[src/rtl/usb_in_ep_pkg.sv]
package usb_in_ep_pkg;
  typedef enum logic [1:0] {
    HS_NAK   = 2'd0,
    HS_DATA  = 2'd1,
    HS_ZLP   = 2'd2,
    HS_STALL = 2'd3
  } hs_kind_e;

  localparam int CSR_W      = 8;
  localparam int B_RDY      = 0;
  localparam int B_FULL     = 1;
  localparam int B_FLUSH    = 2;
  localparam int B_SEND_STL = 3;
  localparam int B_SENT_STL = 4;
  localparam int B_UNDERRUN = 5;
  localparam int B_OVERFLOW = 6;
  localparam int B_CLR_TOG  = 7;
endpackage

[src/rtl/usb_in_ep_hs.sv]
module usb_in_ep_hs
  import usb_in_ep_pkg::*;
#(
  parameter int CW = 2
) (
  input  logic          clk_i,
  input  logic          rst_ni,
  input  logic          in_token_i,
  input  logic          tx_done_i,
  input  logic          iso_mode_i,
  input  logic          send_stall_i,
  input  logic [CW-1:0] count_i,
  input  logic          clr_tog_i,
  output logic          hs_valid_o,
  output hs_kind_e      hs_kind_o,
  output logic          toggle_o,
  output logic          busy_o,
  output logic          data_done_o,
  output logic          stall_evt_o,
  output logic          underrun_evt_o
);
  logic busy_q, busy_data_q, toggle_q, tok;
  logic data_start, zlp_start;
  hs_kind_e kind_d;

  assign tok            = in_token_i & ~busy_q;
  assign stall_evt_o    = tok & send_stall_i;
  assign data_start     = tok & ~send_stall_i & (count_i != '0);
  assign zlp_start      = tok & ~send_stall_i & (count_i == '0) & iso_mode_i;
  assign underrun_evt_o = zlp_start;
  assign data_done_o    = tx_done_i & busy_q & busy_data_q;

  always_comb begin
    if (stall_evt_o)     kind_d = HS_STALL;
    else if (data_start) kind_d = HS_DATA;
    else if (zlp_start)  kind_d = HS_ZLP;
    else                 kind_d = HS_NAK;
  end

  always_ff @(posedge clk_i or negedge rst_ni) begin
    if (!rst_ni) begin
      busy_q      <= 1'b0;
      busy_data_q <= 1'b0;
      toggle_q    <= 1'b0;
      hs_valid_o  <= 1'b0;
      hs_kind_o   <= HS_NAK;
    end else begin
      hs_valid_o <= tok;
      hs_kind_o  <= kind_d;
      if (data_start | zlp_start) begin
        busy_q      <= 1'b1;
        busy_data_q <= data_start;
      end else if (tx_done_i) begin
        busy_q      <= 1'b0;
        busy_data_q <= 1'b0;
      end
      // clear request overrides a completion flip
      if (clr_tog_i)                toggle_q <= 1'b0;
      else if (tx_done_i && busy_q) toggle_q <= ~toggle_q;
    end
  end

  assign toggle_o = toggle_q;
  assign busy_o   = busy_q;

  a_r5_iso_zlp: assert property (@(posedge clk_i) disable iff (!rst_ni)
    (in_token_i && !busy_q && iso_mode_i && !send_stall_i && count_i == '0)
      |=> (hs_valid_o && hs_kind_o == HS_ZLP));
  a_r9_tog_clear: assert property (@(posedge clk_i) disable iff (!rst_ni)
    clr_tog_i |=> !toggle_o);
  a_r3_tog_flip: assert property (@(posedge clk_i) disable iff (!rst_ni)
    (tx_done_i && busy_q && !clr_tog_i) |=> (toggle_o != $past(toggle_o)));
endmodule

[src/rtl/usb_in_ep_queue.sv]
module usb_in_ep_queue #(
  parameter int QDEPTH = 2,
  parameter int CW     = $clog2(QDEPTH + 1)
) (
  input  logic          clk_i,
  input  logic          rst_ni,
  input  logic          load_i,
  input  logic          data_done_i,
  input  logic          stall_evt_i,
  input  logic          underrun_evt_i,
  input  logic          flush_req_i,
  input  logic          busy_i,
  output logic [CW-1:0] count_o,
  output logic          flush_exec_o,
  output logic          overflow_evt_o,
  output logic          flush_o,
  output logic          drop_load_o
);
  localparam logic [CW-1:0] FULL = CW'(QDEPTH);

  logic [CW-1:0] count_q;
  logic discard_q, inc, dec;

  assign flush_exec_o   = flush_req_i & ~busy_i;
  assign overflow_evt_o = load_i & ~discard_q & (count_q == FULL);
  assign inc            = load_i & ~discard_q & (count_q != FULL);
  // completion and flush are mutually exclusive via busy
  assign dec            = data_done_i | (flush_exec_o & (count_q != '0));

  always_ff @(posedge clk_i or negedge rst_ni) begin
    if (!rst_ni) begin
      count_q     <= '0;
      discard_q   <= 1'b0;
      flush_o     <= 1'b0;
      drop_load_o <= 1'b0;
    end else begin
      flush_o     <= flush_exec_o;
      drop_load_o <= load_i & discard_q;
      if (stall_evt_i)     count_q <= '0;
      else if (inc && !dec) count_q <= count_q + 1'b1;
      else if (dec && !inc) count_q <= count_q - 1'b1;
      if (underrun_evt_i)  discard_q <= 1'b1;
      else if (load_i)     discard_q <= 1'b0;
    end
  end

  assign count_o = count_q;

  a_r2_count_bound: assert property (@(posedge clk_i) disable iff (!rst_ni)
    count_q <= FULL);
  a_r5_drop_keeps_count: assert property (@(posedge clk_i) disable iff (!rst_ni)
    (load_i && discard_q && !data_done_i && !flush_exec_o && !stall_evt_i)
      |=> (drop_load_o && $stable(count_q)));
endmodule

[src/rtl/usb_in_ep_status.sv]
module usb_in_ep_status (
  input  logic clk_i,
  input  logic rst_ni,
  input  logic we_i,
  input  logic wr_flush_i,
  input  logic wr_send_stall_i,
  input  logic wr_clr_sent_i,
  input  logic wr_clr_under_i,
  input  logic wr_clr_ovf_i,
  input  logic flush_exec_i,
  input  logic stall_evt_i,
  input  logic underrun_evt_i,
  input  logic overflow_evt_i,
  output logic flush_req_o,
  output logic send_stall_o,
  output logic sent_stall_o,
  output logic underrun_o,
  output logic overflow_o
);
  always_ff @(posedge clk_i or negedge rst_ni) begin
    if (!rst_ni) begin
      flush_req_o  <= 1'b0;
      send_stall_o <= 1'b0;
      sent_stall_o <= 1'b0;
      underrun_o   <= 1'b0;
      overflow_o   <= 1'b0;
    end else begin
      flush_req_o <= (we_i & wr_flush_i) | (flush_req_o & ~flush_exec_i);
      if (we_i) send_stall_o <= wr_send_stall_i;
      // hardware set beats software clear
      sent_stall_o <= stall_evt_i    | (sent_stall_o & ~(we_i & wr_clr_sent_i));
      underrun_o   <= underrun_evt_i | (underrun_o   & ~(we_i & wr_clr_under_i));
      overflow_o   <= overflow_evt_i | (overflow_o   & ~(we_i & wr_clr_ovf_i));
    end
  end

  a_r10_set_wins: assert property (@(posedge clk_i) disable iff (!rst_ni)
    underrun_evt_i |=> underrun_o);
  a_r10_zero_write_keeps: assert property (@(posedge clk_i) disable iff (!rst_ni)
    (overflow_o && we_i && !wr_clr_ovf_i) |=> overflow_o);
endmodule

[src/rtl/usb_in_ep_ctrl.sv]
module usb_in_ep_ctrl
  import usb_in_ep_pkg::*;
#(
  parameter int QDEPTH = 2
) (
  input  logic             clk_i,
  input  logic             rst_ni,
  input  logic             csr_we_i,
  input  logic [CSR_W-1:0] csr_wdata_i,
  output logic [CSR_W-1:0] csr_rdata_o,
  input  logic             in_token_i,
  input  logic             tx_done_i,
  input  logic             pkt_load_i,
  input  logic             iso_mode_i,
  output logic             hs_valid_o,
  output logic [1:0]       hs_kind_o,
  output logic             toggle_o,
  output logic             flush_o,
  output logic             drop_load_o,
  output logic             irq_o
);
  localparam int CW = $clog2(QDEPTH + 1);
  localparam logic [CW-1:0] FULL = CW'(QDEPTH);

  logic [CW-1:0] count;
  logic busy, data_done, stall_evt, underrun_evt, overflow_evt, flush_exec;
  logic flush_req, send_stall, sent_stall, underrun, overflow;
  logic clr_tog;
  hs_kind_e hs_kind;
  logic unused_wbits;

  assign unused_wbits = ^csr_wdata_i[B_FULL:B_RDY];
  assign clr_tog      = csr_we_i & csr_wdata_i[B_CLR_TOG];

  usb_in_ep_hs #(.CW(CW)) u_hs (
    .clk_i         (clk_i),
    .rst_ni        (rst_ni),
    .in_token_i    (in_token_i),
    .tx_done_i     (tx_done_i),
    .iso_mode_i    (iso_mode_i),
    .send_stall_i  (send_stall),
    .count_i       (count),
    .clr_tog_i     (clr_tog),
    .hs_valid_o    (hs_valid_o),
    .hs_kind_o     (hs_kind),
    .toggle_o      (toggle_o),
    .busy_o        (busy),
    .data_done_o   (data_done),
    .stall_evt_o   (stall_evt),
    .underrun_evt_o(underrun_evt)
  );

  usb_in_ep_queue #(.QDEPTH(QDEPTH), .CW(CW)) u_queue (
    .clk_i         (clk_i),
    .rst_ni        (rst_ni),
    .load_i        (pkt_load_i),
    .data_done_i   (data_done),
    .stall_evt_i   (stall_evt),
    .underrun_evt_i(underrun_evt),
    .flush_req_i   (flush_req),
    .busy_i        (busy),
    .count_o       (count),
    .flush_exec_o  (flush_exec),
    .overflow_evt_o(overflow_evt),
    .flush_o       (flush_o),
    .drop_load_o   (drop_load_o)
  );

  usb_in_ep_status u_status (
    .clk_i          (clk_i),
    .rst_ni         (rst_ni),
    .we_i           (csr_we_i),
    .wr_flush_i     (csr_wdata_i[B_FLUSH]),
    .wr_send_stall_i(csr_wdata_i[B_SEND_STL]),
    .wr_clr_sent_i  (csr_wdata_i[B_SENT_STL]),
    .wr_clr_under_i (csr_wdata_i[B_UNDERRUN]),
    .wr_clr_ovf_i   (csr_wdata_i[B_OVERFLOW]),
    .flush_exec_i   (flush_exec),
    .stall_evt_i    (stall_evt),
    .underrun_evt_i (underrun_evt),
    .overflow_evt_i (overflow_evt),
    .flush_req_o    (flush_req),
    .send_stall_o   (send_stall),
    .sent_stall_o   (sent_stall),
    .underrun_o     (underrun),
    .overflow_o     (overflow)
  );

  always_comb begin
    csr_rdata_o             = '0;
    csr_rdata_o[B_RDY]      = (count != '0);
    csr_rdata_o[B_FULL]     = (count == FULL);
    csr_rdata_o[B_FLUSH]    = flush_req;
    csr_rdata_o[B_SEND_STL] = send_stall;
    csr_rdata_o[B_SENT_STL] = sent_stall;
    csr_rdata_o[B_UNDERRUN] = underrun;
    csr_rdata_o[B_OVERFLOW] = overflow;
  end

  assign hs_kind_o = hs_kind;
  assign irq_o     = flush_o;

  a_r8_stall_empties: assert property (@(posedge clk_i) disable iff (!rst_ni)
    (hs_valid_o && hs_kind == HS_STALL) |-> (count == '0 && sent_stall));
  a_r6_flush_clears_req: assert property (@(posedge clk_i) disable iff (!rst_ni)
    (flush_o && !$past(csr_we_i && csr_wdata_i[B_FLUSH])) |-> !flush_req);
  a_r11_ovf_flag: assert property (@(posedge clk_i) disable iff (!rst_ni)
    overflow_evt |=> overflow);
  a_r7_no_flush_busy: assert property (@(posedge clk_i) disable iff (!rst_ni)
    (busy && flush_req && !tx_done_i) |=> !flush_o);
endmodule

[config.mk]
export PLATFORM = sky130hd
export DESIGN_NAME = usb_in_ep_ctrl
export DESIGN_NICKNAME = d
export VERILOG_FILES = /design/src/rtl/usb_in_ep_pkg.sv /design/src/rtl/usb_in_ep_hs.sv /design/src/rtl/usb_in_ep_queue.sv /design/src/rtl/usb_in_ep_status.sv /design/src/rtl/usb_in_ep_ctrl.sv
export SDC_FILE = /design/constraint.sdc
export NUM_CORES = 1
export LEC_CHECK = 0
export BUFFER_PORTS_ARGS = -buffer_cell sky130_fd_sc_hd__buf_2
export CORE_UTILIZATION = 35
export CTS_CLUSTER_DIAMETER = 150
export DETAILED_ROUTE_END_ITERATION = 7
export PLACE_DENSITY = 0.62
export SETUP_SLACK_MARGIN = 0.3
export SLEW_MARGIN = 20
export SYNTH_ARGS = -nofsm -noshare
export SYNTH_HDL_FRONTEND = slang
export SYNTH_HIERARCHICAL = 1
export SYNTH_SLANG_ARGS = --single-unit
[constraint.sdc]
create_clock -name clk_i -period 1.5 [get_ports clk_i]
set_input_delay 0.075 -clock clk_i [delete_from_list [all_inputs] [get_ports clk_i]]
set_output_delay 0.075 -clock clk_i [all_outputs]
set_load 0.02 [all_outputs]
==> results_tabular.tex, run 1 <==
\begin{tabular}{lr}
\hline
Metric & Value \\
\hline
\multicolumn{2}{l}{\textbf{Status}} \\
Outcome & finished, final reports clean \\
\multicolumn{2}{l}{\textbf{Clocking}} \\
Clock tree from TritonCTS & done \\
Number of sinks on the clock net & 16 \\
Clock tree buffer depth & 2 \\
Root Buffer Master & sky130\_fd\_sc\_hd\_\_clkbuf\_4 \\
Clock transition at the registers of the reported paths & 0.09 ns \\
Clock Latency Late Sink & about 0.27 ns \\
Number of H-tree levels & 1 \\
Total clock buffers created by CTS & 3 \\
\multicolumn{2}{l}{\textbf{Pwr}} \\
Maximum resistive drop on vdd & $\sim$690 uV \\
Power density over the cells & 1610 nW/um2 \\
Leakage power figure & between 0.5 and 0.6 nW \\
\multicolumn{2}{l}{\textbf{Cells and area}} \\
Commonest cells after routing, fill and taps aside & sky130\_fd\_sc\_hd\_\_buf\_2 (25), sky130\_fd\_sc\_hd\_\_dfrtp\_1 (13), sky130\_fd\_sc\_hd\_\_buf\_4 (9) \\
Antenna fix cells & 0 \\
Final Instance Area & 1120 um2 \\
Most common library cell in the layout ignoring fill and taps & sky130\_fd\_sc\_hd\_\_buf\_2 \\
Fraction of layout cells with a size suffix above 1 & 57.3\% \\
Number of nets in the layout & $\sim$130 \\
Area added between synthesis and finish & 32.6\% \\
\multicolumn{2}{l}{\textbf{Route}} \\
Number of vias per cell & 4.76 \\
ANT nets after route & 0 \\
Detailed-router iteration count before antenna repair & 3 \\
WL final & approximately 1.6 mm \\
Vias post-DR & approximately 660 \\
Number of design rule violations left after detail routing & 0 \\
Wire length per cell after detailed routing & about 12 um \\
DR iter-0 viols & 7 \\
\multicolumn{2}{l}{\textbf{Placed design}} \\
Place WS & 0.201 ns \\
Routability-driven placement congestion ratio & 0.733 \\
Dpl hpwl & 1.14 mm \\
Placement Cell Area & about 970 um2 \\
Count of input and output buffers & 26 \\
\multicolumn{2}{l}{\textbf{Synthesis}} \\
Number of library cell types mapped by synthesis & 38 \\
Cell count after synthesis & 77 \\
Synthesized area & 843 um2 \\
Total of warnings raised by yosys & 6 \\
Post-synthesis net count & 92 \\
Mean Syn Cell Area & 11.0 um2 \\
Area share of the largest cell type after synthesis & 47.5\% \\
Leading area contributor after synthesis & sky130\_fd\_sc\_hd\_\_dfrtp\_1 \\
Register area share after synthesis & 47.5\% \\
Top post-synthesis cells by area & sky130\_fd\_sc\_hd\_\_dfrtp\_1 (47\%), sky130\_fd\_sc\_hd\_\_buf\_4 (6.2\%), sky130\_fd\_sc\_hd\_\_a21o\_1 (3.6\%) \\
Number of synthesized register bits & 16 \\
\multicolumn{2}{l}{\textbf{Setup path}} \\
Worst Setup Start Kind & flop \\
Highest net fanout along the worst path & 7 \\
Number of cells traversed by the worst register-to-register path & 5 \\
Arrival time of the worst setup path & around 1.3 ns \\
Launch point of the critical path & u\_hs/busy\_o \\
Cell Chain, Critical Path & and3\_4 -> inv\_4 -> xnor2\_2 -> o211ai\_2 -> a21oi\_1 \\
Crit end category & flop \\
Capture point of the worst path & u\_queue/count\_o[0] \\
Critical-path cell with the highest stage delay & sky130\_fd\_sc\_hd\_\_dfrtp\_2 \\
End of the worst register-to-register path & u\_queue/count\_o[0] \\
Setup slack, reg-to-reg & between 0.3 and 0.4 ns \\
Critical R2R Launch & u\_hs/busy\_o \\
Kind of critical path & flop to flop \\
Required time of the worst setup path & approximately 1.7 ns \\
Largest stage delay, worst path & 0.42 ns \\
\multicolumn{2}{l}{\textbf{STA}} \\
Hold Worst Slack & 0.0135 ns \\
Setup clock skew after layout & 0.00485 ns \\
Final setup fails & 0 \\
Setup slack after layout & between 0.3 and 0.4 ns \\
Slew Viols, Final & 0 \\
Minimum clock period & 1.18 ns \\
Fmax & 848 MHz \\
Unrepaired setup endpoints after global routing & true \\
Share of the clock period used by the worst path after layout & approximately 79\% \\
Total Negative Setup Slacks & 0 ns \\
Hold Violations, Final & 0 \\
\multicolumn{2}{l}{\textbf{GRT}} \\
Total routing resource utilization after global routing & 13.2\% \\
Maximum number of pins on one net before global-route repair & 17 \\
Leftover overflow at the end of global routing & 0 \\
Vias in the first global route & 610 \\
Initial antenna violation count & 0 \\
Wire length of the first global-routing pass & 2.57 mm \\
\multicolumn{2}{l}{\textbf{Floorplan}} \\
Die Outline Area & 2610 um2 \\
Die height & 51.1 um \\
Site row count & 17 \\
Core Footprint & 2230 um2 \\
Total I/O pin count & 30 \\
Initial Util & 37.8\% \\
Die width & between 50 and 60 um \\
\multicolumn{2}{l}{\textbf{Flow run}} \\
Max-cap check violation count & 0 \\
\multicolumn{2}{l}{\textbf{Worst hold path}} \\
Worst hold start & csr\_wdata\_i[2] \\
Worst min path class & input port to flop \\
\hline
\end{tabular}
-- stage by stage --
stage / utilization, % / power, W / cells
after floorplan: - / 0.00119 / 77
after global placement: 43.3 / 0.00132 / 125
after detailed placement: 43.3 / 0.00134 / 125
after CTS: 48.9 / 0.00177 / 136
after global routing: 50.1 / 0.00191 / 138
final: 50.1 / 0.00180 / 138
-- worst min-delay path by stage --
stage,endpoint,slack (ns),cells after the start
2_1_floorplan,u_hs/busy_data_q,-0.22,0
4_1_cts,u_status/send_stall_o,0.01,2
3_5_place_dp,u_status/underrun_o,0.01,1
6_report,u_status/flush_req_o,0.01,3
5_1_grt,u_status/send_stall_o,0.006,2
3_3_place_gp,u_status/underrun_o,0.005,1
-- cells in the mapped netlist --
master                     count
sky130_fd_sc_hd__a21bo_2       1
sky130_fd_sc_hd__a21o_1        4
sky130_fd_sc_hd__a21oi_1       3
sky130_fd_sc_hd__a221oi_2      1
sky130_fd_sc_hd__a31oi_1       1
sky130_fd_sc_hd__and2_1        2
sky130_fd_sc_hd__and2_2        1
sky130_fd_sc_hd__and2b_2       1
sky130_fd_sc_hd__and3_2        2
sky130_fd_sc_hd__and4bb_1      1
sky130_fd_sc_hd__buf_4         7
sky130_fd_sc_hd__conb_1        1
sky130_fd_sc_hd__dfrtp_1      16
sky130_fd_sc_hd__inv_1         6
sky130_fd_sc_hd__inv_2         1
sky130_fd_sc_hd__mux2_4        1
sky130_fd_sc_hd__nand2_1       5
sky130_fd_sc_hd__nand2b_1      1
sky130_fd_sc_hd__nand2b_4      1
sky130_fd_sc_hd__nand3_1       1
sky130_fd_sc_hd__nand3b_1      1
sky130_fd_sc_hd__nand4_2       1
sky130_fd_sc_hd__nor2_1        1
sky130_fd_sc_hd__nor2b_1       1
sky130_fd_sc_hd__nor2b_2       1
sky130_fd_sc_hd__nor2b_4       1
sky130_fd_sc_hd__nor3_1        2
sky130_fd_sc_hd__nor3b_1       1
sky130_fd_sc_hd__o211ai_2      1
sky130_fd_sc_hd__o21a_1        1
sky130_fd_sc_hd__o21ai_0       2
sky130_fd_sc_hd__o21ai_1       1
sky130_fd_sc_hd__o22ai_2       1
sky130_fd_sc_hd__o31a_1        1
sky130_fd_sc_hd__o32ai_2       1
sky130_fd_sc_hd__or2_1         1
sky130_fd_sc_hd__or3b_4        1
sky130_fd_sc_hd__xnor2_1       1
-- area by class of cell --
| class | instances | area, um2 |
|---|---|---|
| Inverter | 7 | 28.8 |
| Multi-Input combinational cell | 47 | 400 |
| Clock buffer | 4 | 36.3 |
| Fill cell | 212 | 1110 |
| Sequential cell | 16 | 404 |
| Tap cell | 28 | 35.0 |
| Timing Repair Buffer | 36 | 214 |
-- metal layers --
| metal | GRT usage [%] | part of all wire (%) | vias to the layer above |
|---|---|---|---|
| met5 | 0 | 0 | - |
| met4 | 5.09 | 0.37 | 0 |
| met3 | 2.08 | 3.4 | 2 |
| met2 | 22.1 | 51 | 14 |
| met1 | 16.9 | 45 | 319 |
| li1 | - | - | 322 |
-- critical path: cells and delay by family (launching register included) --
kind	cells	cell delay, ns
compound gates	2	0.22
xor+xnor	1	0.13
buf+inv	1	0.06
flops	1	0.42
simple gates	1	0.24
-- logic make-up after synthesis --
group	count (synthesis)	share of synthesized area [%]
xor+xnor	1	1.04
simple gates	26	22.3
mux	1	1.78
other cells	1	0.445
buf+inv	14	9.35
compound gates	18	17.7
flops	16	47.5
-- power breakdown --
group	total (W)	switching, W	leakage, nW	internal [W]
combinational	0.000878	0.000451	0.366	0.000427
clock	0.000273	0.000126	0.0210	0.000147
sequential	0.000648	0.0000941	0.200	0.000554
-- registers in the layout, summed over array words and instances, names as in the netlist --
signal	flops
u_hs/busy_data_q	1
u_hs/busy_o	1
u_hs/hs_kind_o	2
u_hs/hs_valid_o	1
u_hs/toggle_o	1
u_queue/count_o	2
u_queue/discard_q	1
u_queue/drop_load_o	1
u_queue/flush_o	1
u_status/flush_req_o	1
u_status/overflow_o	1
u_status/send_stall_o	1
u_status/sent_stall_o	1
u_status/underrun_o	1
-- timing repair --
item / CTS / global route
gates resized for setup: 10 / 4
setup buffers: 6 / 2
hold buffers: 1 / 0
endpoints found under the setup margin: 7 / 7
hold endpoints to repair: 16 / 0
gates cloned: 0 / 0
pin swaps: 2 / 1
No activity file was read; power rests on OpenSTA's default activity.
==> run 2: changes to the inputs <==
- PLACE_DENSITY: 0.62 -> 0.64
- clock period: 1.5 -> 1 ns (I/O delays scaled with it)
==> run 2 against run 1 <==
- the run now ends with hold timing, setup timing left
- sequential power is 49% higher
- via count is 4.3% higher
- power is 84% higher
- non-clock buffer count is 12 higher
- critical path type is now flop to output port
==> results_tabular.tex, run 2 (synthesis gave the netlist of run 1 again) <==
\begin{tabular}{lr}
\hline
Metric & Value \\
\hline
\multicolumn{2}{l}{\textbf{STA}} \\
Hold Worst Slack & -0.00867 ns (was 0.0135 ns) \\
Setup clock skew after layout & 0.0101 ns (was 0.00485 ns) \\
Slew Viols, Final & 0 (unchanged) \\
Minimum clock period & between 1 and 1.5 ns \\
Final setup fails & 14 (was 0) \\
Share of the clock period used by the worst path after layout & 122\% \\
Setup slack after layout & -0.217 ns (was 0.321 ns) \\
Unrepaired setup endpoints after global routing & true (unchanged) \\
Fmax & 822 MHz \\
Hold Violations, Final & 1 (was 0) \\
Total Negative Setup Slacks & -1.67 ns (was 0 ns) \\
\multicolumn{2}{l}{\textbf{Setup path}} \\
Number of cells traversed by the worst register-to-register path & 4 (was 5) \\
Required time of the worst setup path & 0.95 ns (was 1.66 ns) \\
Largest stage delay, worst path & 0.40 ns (was 0.42 ns) \\
End of the worst register-to-register path & u\_hs/hs\_kind\_o[0] (was u\_queue/count\_o[0]) \\
Worst Setup Start Kind & flop (unchanged) \\
Kind of critical path & flop to output port (was flop to flop) \\
Critical-path cell with the highest stage delay & sky130\_fd\_sc\_hd\_\_dfrtp\_1 (was sky130\_fd\_sc\_hd\_\_dfrtp\_2) \\
Total stage count of the critical path & 3 (was 5) \\
Launch point of the critical path & u\_queue/count\_o[1] (was u\_hs/busy\_o) \\
Arrival time of the worst setup path & 1.17 ns (was 1.34 ns) \\
Crit end category & output port (was flop) \\
Most used cell, CP & sky130\_fd\_sc\_hd\_\_buf\_6 \\
Capture point of the worst path & csr\_rdata\_o[0] (was u\_queue/count\_o[0]) \\
Setup slack, reg-to-reg & -0.20 ns (was 0.32 ns) \\
Highest net fanout along the worst path & 3 (was 7) \\
Critical R2R Launch & u\_queue/count\_o[0] (was u\_hs/busy\_o) \\
Number of buffers and inverters on the critical path & 2 (was 1) \\
Cell Chain, Critical Path & buf\_6 -> or2\_1 -> buf\_6 (was and3\_4 -> inv\_4 -> xnor2\_2 -> o211ai\_2 -> a21oi\_1) \\
Kind of cell with the highest combined delay on the critical path & flip-flops (unchanged) \\
\multicolumn{2}{l}{\textbf{Route}} \\
Vias post-DR & 685 (was 657) \\
Number of design rule violations left after detail routing & 0 (unchanged) \\
Wire length per cell after detailed routing & 12.0 um (was 11.6 um) \\
DR iter-0 viols & 2 (was 7) \\
Number of vias per cell & 4.57 (was 4.76) \\
WL final & 1.80 mm (was 1.60 mm) \\
ANT nets after route & 0 (unchanged) \\
Detailed-router iteration count before antenna repair & 4 (was 3) \\
\multicolumn{2}{l}{\textbf{Clocking}} \\
Number of H-tree levels & 1 (unchanged) \\
Clock transition at the registers of the reported paths & 0.10 ns (was 0.09 ns) \\
Number of sinks on the clock net & 16 (unchanged) \\
CTS Hold Buffers Added & 2 (was 1) \\
Total clock buffers created by CTS & 3 (unchanged) \\
Clock tree buffer depth & 2 (unchanged) \\
Clock Latency Late Sink & 0.29 ns (was 0.27 ns) \\
Clock tree from TritonCTS & done (unchanged) \\
Root Buffer Master & sky130\_fd\_sc\_hd\_\_clkbuf\_4 (unchanged) \\
\multicolumn{2}{l}{\textbf{Floorplan}} \\
Die Outline Area & 2610 um2 (unchanged) \\
Die width & 51.1 um (unchanged) \\
Initial Util & 37.8\% (unchanged) \\
Die height & 51.1 um (unchanged) \\
Total I/O pin count & 30 (unchanged) \\
Core Footprint & 2230 um2 (unchanged) \\
Site row count & 17 (unchanged) \\
\multicolumn{2}{l}{\textbf{Cells and area}} \\
Number of nets in the layout & 138 (was 126) \\
Fraction of layout cells with a size suffix above 1 & 64.8\% (was 57.3\%) \\
Area added between synthesis and finish & 61.4\% (was 32.6\%) \\
Most common library cell in the layout ignoring fill and taps & sky130\_fd\_sc\_hd\_\_buf\_6 (was sky130\_fd\_sc\_hd\_\_buf\_2) \\
Antenna fix cells & 0 (unchanged) \\
Commonest cells after routing, fill and taps aside & sky130\_fd\_sc\_hd\_\_buf\_6 (23), sky130\_fd\_sc\_hd\_\_dfrtp\_1 (14), sky130\_fd\_sc\_hd\_\_buf\_2 (12) (was sky130\_fd\_sc\_hd\_\_buf\_2 (25), sky130\_fd\_sc\_hd\_\_dfrtp\_1 (13), sky130\_fd\_sc\_hd\_\_buf\_4 (9)) \\
\multicolumn{2}{l}{\textbf{Pwr}} \\
Maximum resistive drop on vdd & 1320 uV (was 685 uV) \\
Power density over the cells & 2430 nW/um2 (was 1610 nW/um2) \\
Leakage power figure & 0.686 nW (was 0.587 nW) \\
Post-layout total power & 0.00330 W (was 0.00180 W) \\
\multicolumn{2}{l}{\textbf{Worst hold path}} \\
Worst Hold Path Cells & 2 (was 3) \\
Worst min path class & input port to flop (unchanged) \\
\multicolumn{2}{l}{\textbf{Flow run}} \\
Max-cap check violation count & 0 (unchanged) \\
\multicolumn{2}{l}{\textbf{GRT}} \\
Leftover overflow at the end of global routing & 0 (unchanged) \\
Maximum number of pins on one net before global-route repair & 17 (unchanged) \\
Initial antenna violation count & 0 (unchanged) \\
Vias in the first global route & 666 (was 610) \\
Total routing resource utilization after global routing & 16.2\% (was 13.2\%) \\
Wire length of the first global-routing pass & 2.97 mm (was 2.57 mm) \\
\multicolumn{2}{l}{\textbf{Placed design}} \\
Dpl hpwl & 1.23 mm (was 1.14 mm) \\
Count of input and output buffers & 26 (unchanged) \\
Routability-driven placement congestion ratio & 0.827 (was 0.733) \\
Place WS & -0.143 ns (was 0.201 ns) \\
\multicolumn{2}{l}{\textbf{Status}} \\
Failing checks & hold timing, setup timing \\
Outcome & complete, but fails checks (was finished, final reports clean) \\
\hline
\end{tabular}
==> run 2: where the power goes <==
part / total, W / internal (W) / switching [W]
clock network: 0.000419 / 0.000222 / 0.000198
logic: 0.00192 / 0.00108 / 0.000837
registers: 0.000967 / 0.000829 / 0.000138
==> run 2: worst min-delay path by stage <==
stage	start	to	slack, ns
3_3_place_gp	rst_ni	u_status/sent_stall_o	-0.02
4_1_cts	csr_wdata_i[3]	u_status/send_stall_o	-0.02
2_1_floorplan	rst_ni	u_hs/busy_data_q	-0.25
5_1_grt	csr_wdata_i[3]	u_status/send_stall_o	-0.03
3_5_place_dp	rst_ni	u_status/sent_stall_o	-0.01
6_report	csr_wdata_i[3]	u_status/send_stall_o	-0.009
==> run 2: timing repair <==
item	in CTS	in global routing
endpoints found under the hold margin	18	1
cloned	0	0
buffers inserted	6	1
resized for setup	46	3
setup endpoints to repair	30	30
pin swaps	3	1
==> run 2: cell type report <==
type                            count  area [um2]
Inverter                            7        31.3
Timing Repair Buffer               48         422
Tap cell                           28        35.0
Fill cell                         193         872
Multi-Input combinational cell     47         434
Clock buffer                        4        36.3
Sequential cell                    16         403
==> run 2: through the flow <==
stage	instances	hold WS [ns]	util [%]	instance area (um2)
2_1_floorplan	77	-0.246	-	868
6_report	150	-0.00867	61.0	1360
3_5_place_dp	137	-0.0120	48.3	1080
3_3_place_gp	137	-0.0173	48.3	1080
4_1_cts	149	-0.0218	60.1	1340
5_1_grt	150	-0.0286	61.0	1360
==> run 2: metal layers <==
metal  track usage [%]  wire [um]  part of all wire (%)
met5                 0          0                     0
met2              25.4        858                    48
met4              11.1         50                   2.8
met1              19.9        817                    46
met3              3.27         69                   3.8
